### src/rtl/sdram_cmd_pkg.sv
package sdram_cmd_pkg;

  localparam logic [1:0] SZ_BYTE = 2'd0;

  typedef struct packed {
    logic [1:0] cs_n;
    logic       ras_n;
    logic       cas_n;
    logic       we_n;
  } sd_ctl_t;

  localparam sd_ctl_t CTL_NOP = '{cs_n: 2'b11, ras_n: 1'b1, cas_n: 1'b1, we_n: 1'b1};

  // mode word carried on the address pins: offset scaled by bus width
  function automatic logic [31:0] mode_word(input logic [31:0] off, input logic wide);
    return wide ? (off >> 3) : (off >> 2);
  endfunction

  // active-low select for one area (bit 0 = area 2)
  function automatic logic [1:0] area_sel(input logic area3);
    return area3 ? 2'b01 : 2'b10;
  endfunction

endpackage

### src/rtl/sdram_win_decode.sv
module sdram_win_decode #(
  parameter int          WIN_BITS  = 18,
  parameter logic [31:0] WIN2_BASE = 32'hFF90_0000,
  parameter logic [31:0] WIN3_BASE = 32'hFF94_0000
) (
  input  logic [31:0] addr,
  input  logic [1:0]  size,
  output logic        hit,
  output logic        area3,
  output logic        is_byte,
  output logic [31:0] offset
);
  import sdram_cmd_pkg::*;

  localparam int TAG_W = 32 - WIN_BITS;

  logic hit2, hit3;

  assign hit2    = addr[31:WIN_BITS] == WIN2_BASE[31:WIN_BITS];
  assign hit3    = addr[31:WIN_BITS] == WIN3_BASE[31:WIN_BITS];
  assign hit     = hit2 | hit3;
  assign area3   = hit3;
  assign is_byte = size == SZ_BYTE;
  assign offset  = {{TAG_W{1'b0}}, addr[WIN_BITS-1:0]};

  always_comb begin
    assert (!(hit2 && hit3)) else $error("AST_WINDOWS_DISJOINT");
  end
endmodule

### src/rtl/sdram_pwr_timer.sv
module sdram_pwr_timer #(
  parameter int IDLE_CYCLES = 10000
) (
  input  logic clk,
  input  logic rst_n,
  output logic idle_done
);
  localparam int CNT_W = $clog2(IDLE_CYCLES + 1);

  logic [CNT_W-1:0] cnt;

  always_ff @(posedge clk) begin
    if (!rst_n)                         cnt <= '0;
    else if (cnt != CNT_W'(IDLE_CYCLES)) cnt <= cnt + 1'b1;
  end

  assign idle_done = cnt == CNT_W'(IDLE_CYCLES);

  AST_IDLE_STICKY: assert property (@(posedge clk) disable iff (!rst_n)
    idle_done |=> idle_done);
endmodule

### src/rtl/sdram_ref_timer.sv
module sdram_ref_timer #(
  parameter int REF_NORMAL = 780,
  parameter int REF_FAST   = 8,
  parameter int DUMMY_REF  = 8
) (
  input  logic clk,
  input  logic rst_n,
  input  logic run,
  input  logic fast,
  input  logic ref_issue,
  input  logic pall_issue,
  output logic ref_pend,
  output logic dummy_done
);
  localparam int TW = $clog2(REF_NORMAL + REF_FAST + 1);
  localparam int DW = $clog2(DUMMY_REF + 1);

  logic [TW-1:0] tmr, ival;
  logic [DW-1:0] nref;
  logic          tick;

  assign ival = fast ? TW'(REF_FAST) : TW'(REF_NORMAL);
  assign tick = run && (tmr >= ival - 1'b1);

  always_ff @(posedge clk) begin
    if (!rst_n) begin
      tmr      <= '0;
      ref_pend <= 1'b0;
    end else begin
      if (!run)      tmr <= '0;
      else if (tick) tmr <= '0;
      else           tmr <= tmr + 1'b1;
      if (tick)           ref_pend <= 1'b1;
      else if (ref_issue) ref_pend <= 1'b0;
    end
  end

  always_ff @(posedge clk) begin
    if (!rst_n)                                      nref <= '0;
    else if (pall_issue)                             nref <= '0;
    else if (ref_issue && nref != DW'(DUMMY_REF))    nref <= nref + 1'b1;
  end

  assign dummy_done = nref == DW'(DUMMY_REF);

  AST_REF_CNT_LIMIT: assert property (@(posedge clk) disable iff (!rst_n)
    nref <= DW'(DUMMY_REF));
  AST_PALL_CLEARS_FLAG: assert property (@(posedge clk) disable iff (!rst_n)
    pall_issue |=> !dummy_done);
endmodule

### src/rtl/sdram_init_cmd_ctrl.sv
module sdram_init_cmd_ctrl #(
  parameter int          ADDR_W      = 14,
  parameter int          WIN_BITS    = 18,
  parameter logic [31:0] WIN2_BASE   = 32'hFF90_0000,
  parameter logic [31:0] WIN3_BASE   = 32'hFF94_0000,
  parameter int          IDLE_CYCLES = 10000,
  parameter int          REF_NORMAL  = 780,
  parameter int          REF_FAST    = 8,
  parameter int          RECOV_CYC   = 3,
  parameter int          DUMMY_REF   = 8,
  parameter int          AP_BIT      = 10
) (
  input  logic              clk,
  input  logic              rst_n,
  input  logic              req_valid,
  output logic              req_ready,
  input  logic [31:0]       req_addr,
  input  logic [1:0]        req_size,
  input  logic              mrs_sel,
  input  logic              bus_wide,
  input  logic              ref_en,
  input  logic              ref_fast,
  output logic [1:0]        sd_cs_n,
  output logic              sd_ras_n,
  output logic              sd_cas_n,
  output logic              sd_we_n,
  output logic [ADDR_W-1:0] sd_addr,
  output logic              idle_done,
  output logic              dummy_ref_done
);
  import sdram_cmd_pkg::*;

  localparam int BUSY_W = $clog2(RECOV_CYC + 1);
  localparam logic [ADDR_W-1:0] PALL_ADDR = ADDR_W'(1) << AP_BIT;

  logic              hit, area3, is_byte;
  logic [31:0]       offset;
  logic [BUSY_W-1:0] busy;
  logic              ref_pend;
  sd_ctl_t           ctl_q;
  logic [ADDR_W-1:0] addr_q;

  // named events for the assertions
  logic win_accept, ignored_accept, pall_issue, mrs_issue, ref_issue;

  sdram_win_decode #(.WIN_BITS(WIN_BITS), .WIN2_BASE(WIN2_BASE), .WIN3_BASE(WIN3_BASE)) u_dec (
    .addr(req_addr), .size(req_size), .hit(hit), .area3(area3),
    .is_byte(is_byte), .offset(offset)
  );

  sdram_pwr_timer #(.IDLE_CYCLES(IDLE_CYCLES)) u_pwr (
    .clk(clk), .rst_n(rst_n), .idle_done(idle_done)
  );

  sdram_ref_timer #(.REF_NORMAL(REF_NORMAL), .REF_FAST(REF_FAST), .DUMMY_REF(DUMMY_REF)) u_ref (
    .clk(clk), .rst_n(rst_n), .run(ref_en && idle_done), .fast(ref_fast),
    .ref_issue(ref_issue), .pall_issue(pall_issue),
    .ref_pend(ref_pend), .dummy_done(dummy_ref_done)
  );

  assign req_ready      = idle_done && busy == '0 && !ref_pend;
  assign win_accept     = req_valid && req_ready && hit && is_byte;
  assign ignored_accept = req_valid && req_ready && !(hit && is_byte);
  assign pall_issue     = win_accept && !mrs_sel;
  assign mrs_issue      = win_accept && mrs_sel;
  assign ref_issue      = ref_pend && idle_done && busy == '0;

  always_ff @(posedge clk) begin
    if (!rst_n) begin
      ctl_q  <= CTL_NOP;
      addr_q <= '0;
      busy   <= '0;
    end else begin
      ctl_q  <= CTL_NOP;
      addr_q <= '0;
      if (busy != '0) busy <= busy - 1'b1;
      if (win_accept) begin
        ctl_q  <= '{cs_n: area_sel(area3), ras_n: 1'b0, cas_n: !mrs_sel, we_n: 1'b0};
        addr_q <= mrs_sel ? ADDR_W'(mode_word(offset, bus_wide)) : PALL_ADDR;
        busy   <= BUSY_W'(RECOV_CYC);
      end else if (ref_issue) begin
        ctl_q  <= '{cs_n: 2'b00, ras_n: 1'b0, cas_n: 1'b0, we_n: 1'b1};
        busy   <= BUSY_W'(RECOV_CYC);
      end
    end
  end

  assign sd_cs_n  = ctl_q.cs_n;
  assign sd_ras_n = ctl_q.ras_n;
  assign sd_cas_n = ctl_q.cas_n;
  assign sd_we_n  = ctl_q.we_n;
  assign sd_addr  = addr_q;

  AST_NO_READY_BEFORE_IDLE: assert property (@(posedge clk) disable iff (!rst_n)
    !idle_done |-> !req_ready);
  AST_PALL_ENCODE: assert property (@(posedge clk) disable iff (!rst_n)
    pall_issue |=> (!sd_ras_n && sd_cas_n && !sd_we_n && sd_addr[AP_BIT]));
  AST_MRS_ENCODE: assert property (@(posedge clk) disable iff (!rst_n)
    mrs_issue |=> (!sd_ras_n && !sd_cas_n && !sd_we_n && $countones(sd_cs_n) == 1));
  AST_IGNORED_NO_CMD: assert property (@(posedge clk) disable iff (!rst_n)
    ignored_accept |=> (sd_cs_n == 2'b11 && req_ready));
  AST_READY_DROP: assert property (@(posedge clk) disable iff (!rst_n)
    (win_accept || ref_issue) |=> !req_ready);
  AST_REF_BOTH_CS: assert property (@(posedge clk) disable iff (!rst_n)
    ref_issue |=> (sd_cs_n == 2'b00 && !sd_ras_n && !sd_cas_n && sd_we_n));
  AST_CMD_SINGLE_CYCLE: assert property (@(posedge clk) disable iff (!rst_n)
    (sd_cs_n != 2'b11) |=> (sd_cs_n == 2'b11));
endmodule

### config.mk
export PLATFORM = sky130hd
export DESIGN_NAME = sdram_init_cmd_ctrl
export DESIGN_NICKNAME = d
export VERILOG_FILES = /design/src/rtl/sdram_cmd_pkg.sv /design/src/rtl/sdram_win_decode.sv /design/src/rtl/sdram_pwr_timer.sv /design/src/rtl/sdram_ref_timer.sv /design/src/rtl/sdram_init_cmd_ctrl.sv
export SDC_FILE = /design/constraint.sdc
export NUM_CORES = 1
export LEC_CHECK = 0
export CAP_MARGIN = 20
export CORE_ASPECT_RATIO = 0.8
export CORE_MARGIN = 5
export CORE_UTILIZATION = 43
export DETAILED_ROUTE_END_ITERATION = 16
export MAX_ROUTING_LAYER = met4
export PLACE_DENSITY = 0.75
export SLEW_MARGIN = 20
export SYNTH_ARGS = -nofsm -noshare
export SYNTH_HDL_FRONTEND = slang
export SYNTH_SLANG_ARGS = --single-unit
export TNS_END_PERCENT = 5
### constraint.sdc
create_clock -name clk -period 2 [get_ports clk]
set_input_delay 0.4 -clock clk [delete_from_list [all_inputs] [get_ports clk]]
set_output_delay 0.4 -clock clk [all_outputs]
set_load 0.03 [all_outputs]
==> reports/results.ini, run 1 <==
[critical_path]
rrSetupSlack_ps = 50
r2r-end = sd_addr[11]
cp_max_fo = 3
critPathRequiredTime_ps = 1600
critPathArrivalTime_ps = 1630
rr_worst_depth = 5
crit_chain = nor4bb_2, nand4_1, inv_2, nand2_4, nor2_4, buf_6
max_stage_delay_ps = 350
slowest_stage = dfxtp_1
start_kind = flip-flop
end_kind = primary output
r2r_start = u_pwr.cnt[13]
worstSetupPathType = flip-flop to primary output

[power_and_ir_drop]
peakVddDrop_mv = 0.246
finalPower_mw = 1.90
p_leak_nw = 1.48
power.density_mw_per_mm2 = 559

[sta]
fmax_mhz = 492
maxSlewViolCount = 0
layout_min_cycle_time_ps = 2030
finalCritPeriodShare_pct = 102
finalHoldViolCount = 0
worst-slew-pin-transition_ps = 399
rsz0062_at_grt = yes
setup_violations = 1
whs_ps = 466
relSlewSlack_pct = 73.3
fin_worst_skew_ps = 8.59
fin_ws_ps = -33.7

[min_path]
min_to = u_ref.tmr[0]
whs_path_depth = 1
holdCritPathClass = flip-flop to flip-flop
hp-start = u_ref.tmr[0]

[floorplan]
row_count = 24
start_util_pct = 43.7
die_area_mm2 = 0.00705
pin_count = 63
die_w_um = 92.6
core_mm2 = 0.00538
die_h_um = 76.1

[global_route]
antenna_found_initial = 0
grt_pass1_vias = 1949
grt_max_degree = 17
overflow = 0
track_usage_pct = 16.5
grt_pass1_wl_um = 9180

[clock_tree]
clk_latency_ps = 310
clock_path_buffers = 2
htree_levels = 2
cts-root-buf = clkbuf_8
path_clk_slew_ps = 90
numCtsBuffers = 5
cts_tree = done
clock-sinks = 50

[placement]
port_buffers = 59
hpwl_um = 4080
dp.cells = 378
gp_routability_congestion = 0.824

[yosys]
synthCells = 242
syn_area_mm2 = 0.00235
ys_ff_latch = 50
synth_seq_area_share_pct = 42.6
synthDistinctLibCells = 42
syn_avg_cell_area_um2 = 9.70
syn_nets = 293
yosys_warnings = 0
synthArstFlopShare_pct = 0
synth_enable_flop_cells = 0
ys.flop_type = dfxtp_1

[final_layout]
syn_to_final_growth_pct = 44.4
final_cells = 393
antenna_cells = 0
layout.nets = 378
drive_gt1_share_pct = 18.9

[job]
max-cap-violations = 0

[drt]
vias = 2083
firstDrtPassIters = 5
route.detailed.drc = 0
via_per_inst = 5.30
final_antenna_net_count = 0
drt-total-wl_um = 5840
drtIter0Drc = 75
wire_per_inst_um = 14.9

[status]
status = finished with violations
violations = negative setup slack

-- area by class of cell --
| cell class | count | area (um^2) |
|---|---|---|
| flip-flops and latches | 50 | 1000 |
| inverters | 12 | 45.0 |
| clock inverters | 3 | 45.0 |
| fillers | 451 | 1980 |
| repair buffers | 89 | 861 |
| well taps | 65 | 81.3 |
| clock buffers | 5 | 68.8 |
| multi-input cells | 169 | 1290 |
-- synthesized netlist by cell type, types with 4 or more instances --
cell type  count  area share (%)
xnor2_1        5             1.9
nor2_1        13             2.1
and3_1         5             1.3
a21oi_1        8             1.7
nand3_1       10             2.1
nand2_1       10             1.6
nor3b_2        8             4.3
nor3_1        10             2.1
nand4_1       10             2.7
inv_1         12             1.9
xor2_1        14             5.2
dfxtp_1       50              43
and4_1         4             1.5
clkbuf_1       6            0.96
mux2i_1       15             6.4
ha_1          10             5.3
nor3b_1        5             1.6
o21ai_0        9             1.9
-- worst max-delay path by stage --
stage          cells after the start           from       endpoint
6_report                           6  u_pwr.cnt[13]      req_ready
2_1_floorplan                      6    req_size[1]    sd_addr[11]
3_5_place_dp                       5   req_addr[29]     sd_addr[3]
5_1_grt                            8   u_pwr.cnt[1]      req_ready
3_3_place_gp                       7    req_size[1]  u_ref.nref[1]
4_1_cts                            5   req_addr[29]     sd_addr[3]
-- per-layer routing --
| metal | vias up | GRT usage (%) | part of all wire, % | wire length, um |
|---|---|---|---|---|
| li1 | 1037 | - | - | - |
| met1 | 971 | 20.6 | 45 | 2630 |
| met2 | 67 | 25.3 | 46 | 2700 |
| met3 | 8 | 4.94 | 7.1 | 417 |
| met4 | 0 | 5.71 | 1.4 | 84 |
| met5 | - | - | 0 | 0 |
-- per-stage QoR --
stage / worst slack, ps / setup TNS [ps] / util, % / instance area (um^2)
final: -33.7 / -33.7 / 63.1 / 3390
after global routing: -122 / -497 / 63.1 / 3390
after CTS: -85.7 / -820 / 61.0 / 3280
after detailed placement: -409 / -9310 / 58.2 / 3130
after global placement: -399 / -8820 / 58.2 / 3130
after floorplan: -2.92 / -23.4 / - / 2360
-- cell families after synthesis --
kind of cell / share of synthesized area (%)
muxes: 6.39
buffers and inverters: 5.01
xor gates and xnor gates: 7.09
AOI/OAI and AO/OA: 6.87
DFF: 42.6
adders and majority gates: 5.33
and+or+nand+nor: 26.7
-- power breakdown --
group          switching [mW]  total, mW  internal, mW
combinational          0.0648      0.171         0.106
sequential            0.00450       1.00          1.00
clock                   0.349      0.721         0.372
-- state kept, by name (all words and copies together) (netlist names) --
| signal | flops |
|---|---|
| sd_we_n | 1 |
| sd_ras_n | 1 |
| sd_cs_n | 2 |
| sd_cas_n | 1 |
| busy | 2 |
| u_ref.ref_pend | 1 |
| u_pwr.cnt | 14 |
| u_ref.nref | 4 |
| u_ref.tmr | 10 |
| sd_addr | 14 |
-- worst max-delay path: cells and delay by family (launching register included) --
family | cells | cell delay (ps)
buf+inv | 2 | 280
flops | 1 | 350
simple gates | 4 | 680
-- what timing repair did --
| action | in CTS | in global routing |
|---|---|---|
| endpoints found under the setup margin | 21 | 21 |
| gates cloned | 0 | 1 |
| pin swaps | 2 | 10 |
| buffers inserted | 1 | 5 |
| resized for setup | 8 | 25 |
| hold buffers | 0 | 0 |
-- layout by cell type (no fill, tap or decap), drive strengths merged, types with 2 or more instances in the layout --
| cell | n |
|---|---|
| nor3 | 10 |
| o21ai | 9 |
| a31oi | 2 |
| mux2i | 15 |
| clkinvlp | 2 |
| xor2 | 14 |
| and2 | 3 |
| clkdlybuf4s50 | 40 |
| xnor2 | 5 |
| nor4 | 2 |
| nor2 | 13 |
| inv | 12 |
| a21o | 3 |
| nand3b | 2 |
| nand3 | 10 |
| nand4 | 10 |
| nor3b | 13 |
| a21oi | 8 |
| dfxtp | 50 |
| or4 | 6 |
| clkbuf | 5 |
| and4 | 4 |
| dlymetal6s2s | 16 |
| nand2 | 10 |
| nand4b | 3 |
| and3 | 5 |
| ha | 10 |
| buf | 32 |
Note: power is estimated with default switching activity, not from simulation.
==> run 2, diff against run 1 <==
CAP_MARGIN = 30   (was 20)
CORE_MARGIN = 8   (was 5)
==> run 2 against run 1 <==
Against the previous run: the run now ends clean; fmax up 3.5%; clock power down 12%; final cell count down 1.5%; worst setup slack better by 70 ps; critical path depth unchanged; register-to-register slack about the same; count of clock-buffer cells in the layout up 1; combinational power down 4%; design area down 0.96%; power down 5.1%; sequential share of layout area up 0.36 points; largest power group unchanged; wire length down 1.5%.
==> reports/results.ini, run 2 (synthesis gave the netlist of run 1 again) <==
[power_and_ir_drop]
peakVddDrop_mv = 0.295
p_leak_nw = 1.45
finalPower_mw = 1.80
power.density_mw_per_mm2 = 536

[critical_path]
critical-path-top-delay-family = simple AND/OR/NAND/NOR gates
critPathArrivalTime_ps = 1560
worstSetupPathType = flip-flop to primary output
max_stage_delay_ps = 350
critPathRequiredTime_ps = 1600
crit_chain = nor4bb_4, nand4_1, inv_2, nand2_2, nor2_4, buf_6
path_buf_inv = 2
cp_max_fo = 3
end_kind = primary output
slowest_stage = dfxtp_2
start_kind = flip-flop

[global_route]
grt_max_degree = 17
overflow = 0
antenna_found_initial = 0
grt_pass1_vias = 1976
track_usage_pct = 14.4
grt_pass1_wl_um = 9290

[sta]
relSlewSlack_pct = 77.5
fmax_mhz = 509
layout_min_cycle_time_ps = 1960
setup_violations = 0
finalCritPeriodShare_pct = 98.2
fin_ws_ps = 35.9
rsz0062_at_grt = yes
fin_worst_skew_ps = 12.8
finalHoldViolCount = 0
worst-slew-pin-transition_ps = 337
maxSlewViolCount = 0

[floorplan]
row_count = 24
pin_count = 63
die_h_um = 82.1
start_util_pct = 43.7
core_mm2 = 0.00538
die_area_mm2 = 0.00810
die_w_um = 98.6

[clock_tree]
htree_levels = 2
cts-root-buf = clkbuf_8
clock-sinks = 50
cts_tree = done
ctsHoldBuffers = 0
numCtsBuffers = 5
clk_latency_ps = 300
clock_path_buffers = 2
path_clk_slew_ps = 100

[drt]
drtIter0Drc = 78
route.detailed.drc = 0
vias = 2030
drt-total-wl_um = 5750
firstDrtPassIters = 4
via_per_inst = 5.25
wire_per_inst_um = 14.9
final_antenna_net_count = 0

[status]
status = complete, no violations

[final_layout]
drive_gt1_share_pct = 19.6
antenna_cells = 0
final_cell_mix = dfxtp_1, clkdlybuf4s50_1, buf_4
final_util_pct = 62.5
syn_to_final_growth_pct = 43.0
final_common_cell = dfxtp_1
layout.nets = 372

[placement]
port_buffers = 59
place_ws_ps = -429
hpwl_um = 4080
gp_routability_congestion = 0.793

[job]
max-cap-violations = 0

[min_path]
holdCritPathClass = flip-flop to flip-flop

==> run 2: what timing repair did <==
| action | in CTS | in global routing |
|---|---|---|
| pin swaps | 3 | 10 |
| resized for setup | 9 | 29 |
| gates cloned | 0 | 1 |
| endpoints found under the setup margin | 21 | 31 |
| buffers inserted | 1 | 2 |
==> run 2: through the flow <==
step | hold WS [ps] | cells | area [um^2] | setup TNS (ps)
5_1_grt | 517 | 387 | 3360 | -335
4_1_cts | 476 | 384 | 3240 | -878
3_5_place_dp | 455 | 375 | 3110 | -9440
6_report | 481 | 387 | 3360 | 0
3_3_place_gp | 444 | 375 | 3110 | -8420
2_1_floorplan | 425 | 242 | 2360 | -23.4
==> run 2: final timing paths <==
kind | startpoint | depth (start not counted) | endpoint | slack (ps)
max reg2reg | u_pwr.cnt[11] | 6 | u_ref.nref[3] | 60
min | u_ref.tmr[0] | 1 | u_ref.tmr[0] | 480
min reg2reg | u_ref.tmr[0] | 1 | u_ref.tmr[0] | 480
max | u_pwr.cnt[11] | 6 | req_ready | 40
==> run 2: power breakdown <==
part	internal (mW)	total, mW	switching (mW)
Clock	0.285	0.631	0.346
Combinational	0.103	0.165	0.0612
Sequential	1.00	1.00	0.00426
==> run 2: layer usage <==
| metal | routed length (um) | up-vias | share of wire [%] | track usage (%) |
|---|---|---|---|---|
| li1 | - | 1026 | - | - |
| met1 | 2830 | 937 | 49 | 17.8 |
| met2 | 2470 | 59 | 43 | 22.4 |
| met3 | 346 | 8 | 6.0 | 3.85 |
| met4 | 100 | 0 | 1.7 | 5.34 |
| met5 | 0 | - | 0 | - |
==> run 2: final cells by class <==
class	count	area (um^2)
clock inverters	2	17.5
multi-input cells	169	1320
well taps	65	81.3
clock buffers	6	82.6
repair buffers	83	812
flip-flops and latches	50	1010
fillers	445	2020
inverters	12	45.0
==> run 3, diff against run 2 <==
clock period = 1.7 ns   (was 2 ns; I/O delays follow)
==> run 3 against run 2 <==
Against the previous run: the run now ends with negative setup slack left; clock skew down 8.1 ps; clock power grew 30%; design area up 6.0%; worst setup slack got worse by 330 ps; utilization rose by 3.7 points; count of clock-buffer cells in the layout increased by 1; sequential share of layout area shrank 1.6 points; combinational power up 22%; power grew 22%; via count increased by 4.0%; sequential power up 18%.
==> reports/results.ini, run 3 (synthesis gave the netlist of run 1 again) <==
[global_route]
grt_pass1_wl_um = 10100
track_usage_pct = 15.9
grt_max_degree = 16
antenna_found_initial = 0
overflow = 0
grt_pass1_vias = 2147

[final_layout]
final_util_pct = 66.2
syn_to_final_growth_pct = 51.6
final_cell_mix = dfxtp_1, buf_4, clkdlybuf4s50_1
final_cells = 409
layout.nets = 394
fillers = 449
multi_input_area_mm2 = 0.00135
final_common_cell = dfxtp_1
final_area_mm2 = 0.00356
antenna_cells = 0
seq_area_mm2 = 0.00101
drive_gt1_share_pct = 27.3

[clock_tree]
clock-sinks = 50
clock_path_buffers = 2
numCtsBuffers = 5
ctsHoldBuffers = 0
cts-root-buf = clkbuf_8
cts_tree = done
htree_levels = 2
clk_latency_ps = 310
path_clk_slew_ps = 90

[placement]
dp.cells = 391
port_buffers = 59
hpwl_um = 4280
dpl_cell_area_mm2 = 0.00325
gp_routability_congestion = 0.819

[critical_path]
critPathArrivalTime_ps = 1650
worstSetupPathType = flip-flop to primary output
start_kind = flip-flop
critPathRequiredTime_ps = 1360
r2r_start = u_pwr.cnt[7]
startpoint = u_pwr.cnt[7]
end_kind = primary output
cp_max_fo = 2

[sta]
relSlewSlack_pct = 77.2
rsz0062_at_grt = yes
finalHoldViolCount = 0
fmax_mhz = 502
fin_ws_ps = -292
whs_ps = 460
fin_worst_skew_ps = 4.63
maxSlewViolCount = 0
setup_violations = 25
finalCritPeriodShare_pct = 117
worst-slew-pin-transition_ps = 342
layout_min_cycle_time_ps = 1990

[drt]
route.detailed.drc = 0
drt-total-wl_um = 6060
via_per_inst = 5.16
wire_per_inst_um = 14.8
firstDrtPassIters = 4
vias = 2112
final_antenna_net_count = 0
drtIter0Drc = 57

[floorplan]
start_util_pct = 43.7
row_count = 24
die_area_mm2 = 0.00810
pin_count = 63
die_w_um = 98.6
die_h_um = 82.1
core_mm2 = 0.00538

[power_and_ir_drop]
p_leak_nw = 1.47
power.density_mw_per_mm2 = 619
finalPower_mw = 2.20
peakVddDrop_mv = 0.248

[min_path]
holdCritPathClass = flip-flop to flip-flop
hp-start = u_ref.tmr[0]

[job]
max-cap-violations = 0

[status]
violations = negative setup slack
status = finished with violations

-- run 3: cell types whose count changed in the layout (fill, tap and decap cells not counted), moves of 6 or more --
| cell | delta |
|---|---|
| buf_4 | +15 |
| buf_6 | +6 |
| dlygate4sd2_1 | +14 |
| dlymetal6s2s_1 | -15 |
| nor3_1 | -7 |
| nor3_2 | +7 |
-- run 3: where the power goes --
| part | total [mW] | internal (mW) | switching (mW) |
|---|---|---|---|
| Combinational | 0.202 | 0.124 | 0.0781 |
| Clock | 0.823 | 0.441 | 0.383 |
| Sequential | 1.18 | 1.17 | 0.00301 |
| Total | 2.20 | 1.74 | 0.464 |
-- run 3: what timing repair did --
action                     CTS  global route
pin swaps                   14             7
gates resized for setup     40            21
buffers inserted             9             0
setup endpoints to repair   40            41
gates cloned                 1             0
-- run 3: stage by stage --
step	worst slack, ps	setup TNS, ps
4_1_cts	-302	-4010
2_1_floorplan	-243	-4370
3_3_place_gp	-621	-16560
3_5_place_dp	-658	-17890
6_report	-292	-4610
5_1_grt	-391	-7340
-- run 3: layout make-up --
| class | count | area share, % |
|---|---|---|
| Clock buffer | 7 | 2.14 |
| Inverter | 12 | 1.34 |
| Multi-Input combinational cell | 169 | 37.8 |
| Tap cell | 65 | 2.28 |
| Clock inverter | 1 | 0.843 |
| Timing Repair Buffer | 105 | 27.2 |
| Sequential cell | 50 | 28.4 |
-- run 3: worst max-delay path, cell delays in order, from the launching register on --
cell	delay, ps
dfxtp_4	360
nor4bb_4	290
nand4_1	170
buf_4	180
inv_4	50
nand2_2	70
nor2_4	90
buf_6	130
-- run 3: worst paths after layout --
kind	endpoint	slack [ps]	cells after the start
setup / recovery	req_ready	-290	7
hold / removal	u_ref.tmr[0]	460	1
setup reg to reg	u_ref.nref[3]	-290	7
hold reg to reg	u_ref.tmr[0]	460	1
-- run 3: routing by layer --
layer / global-route usage, % / routed length [um] / up-vias
li1: - / - / 1069
met1: 18.6 / 2840 / 976
met2: 26.3 / 2860 / 60
met3: 3.52 / 290 / 7
met4: 6.41 / 72 / 0
met5: - / 0 / -
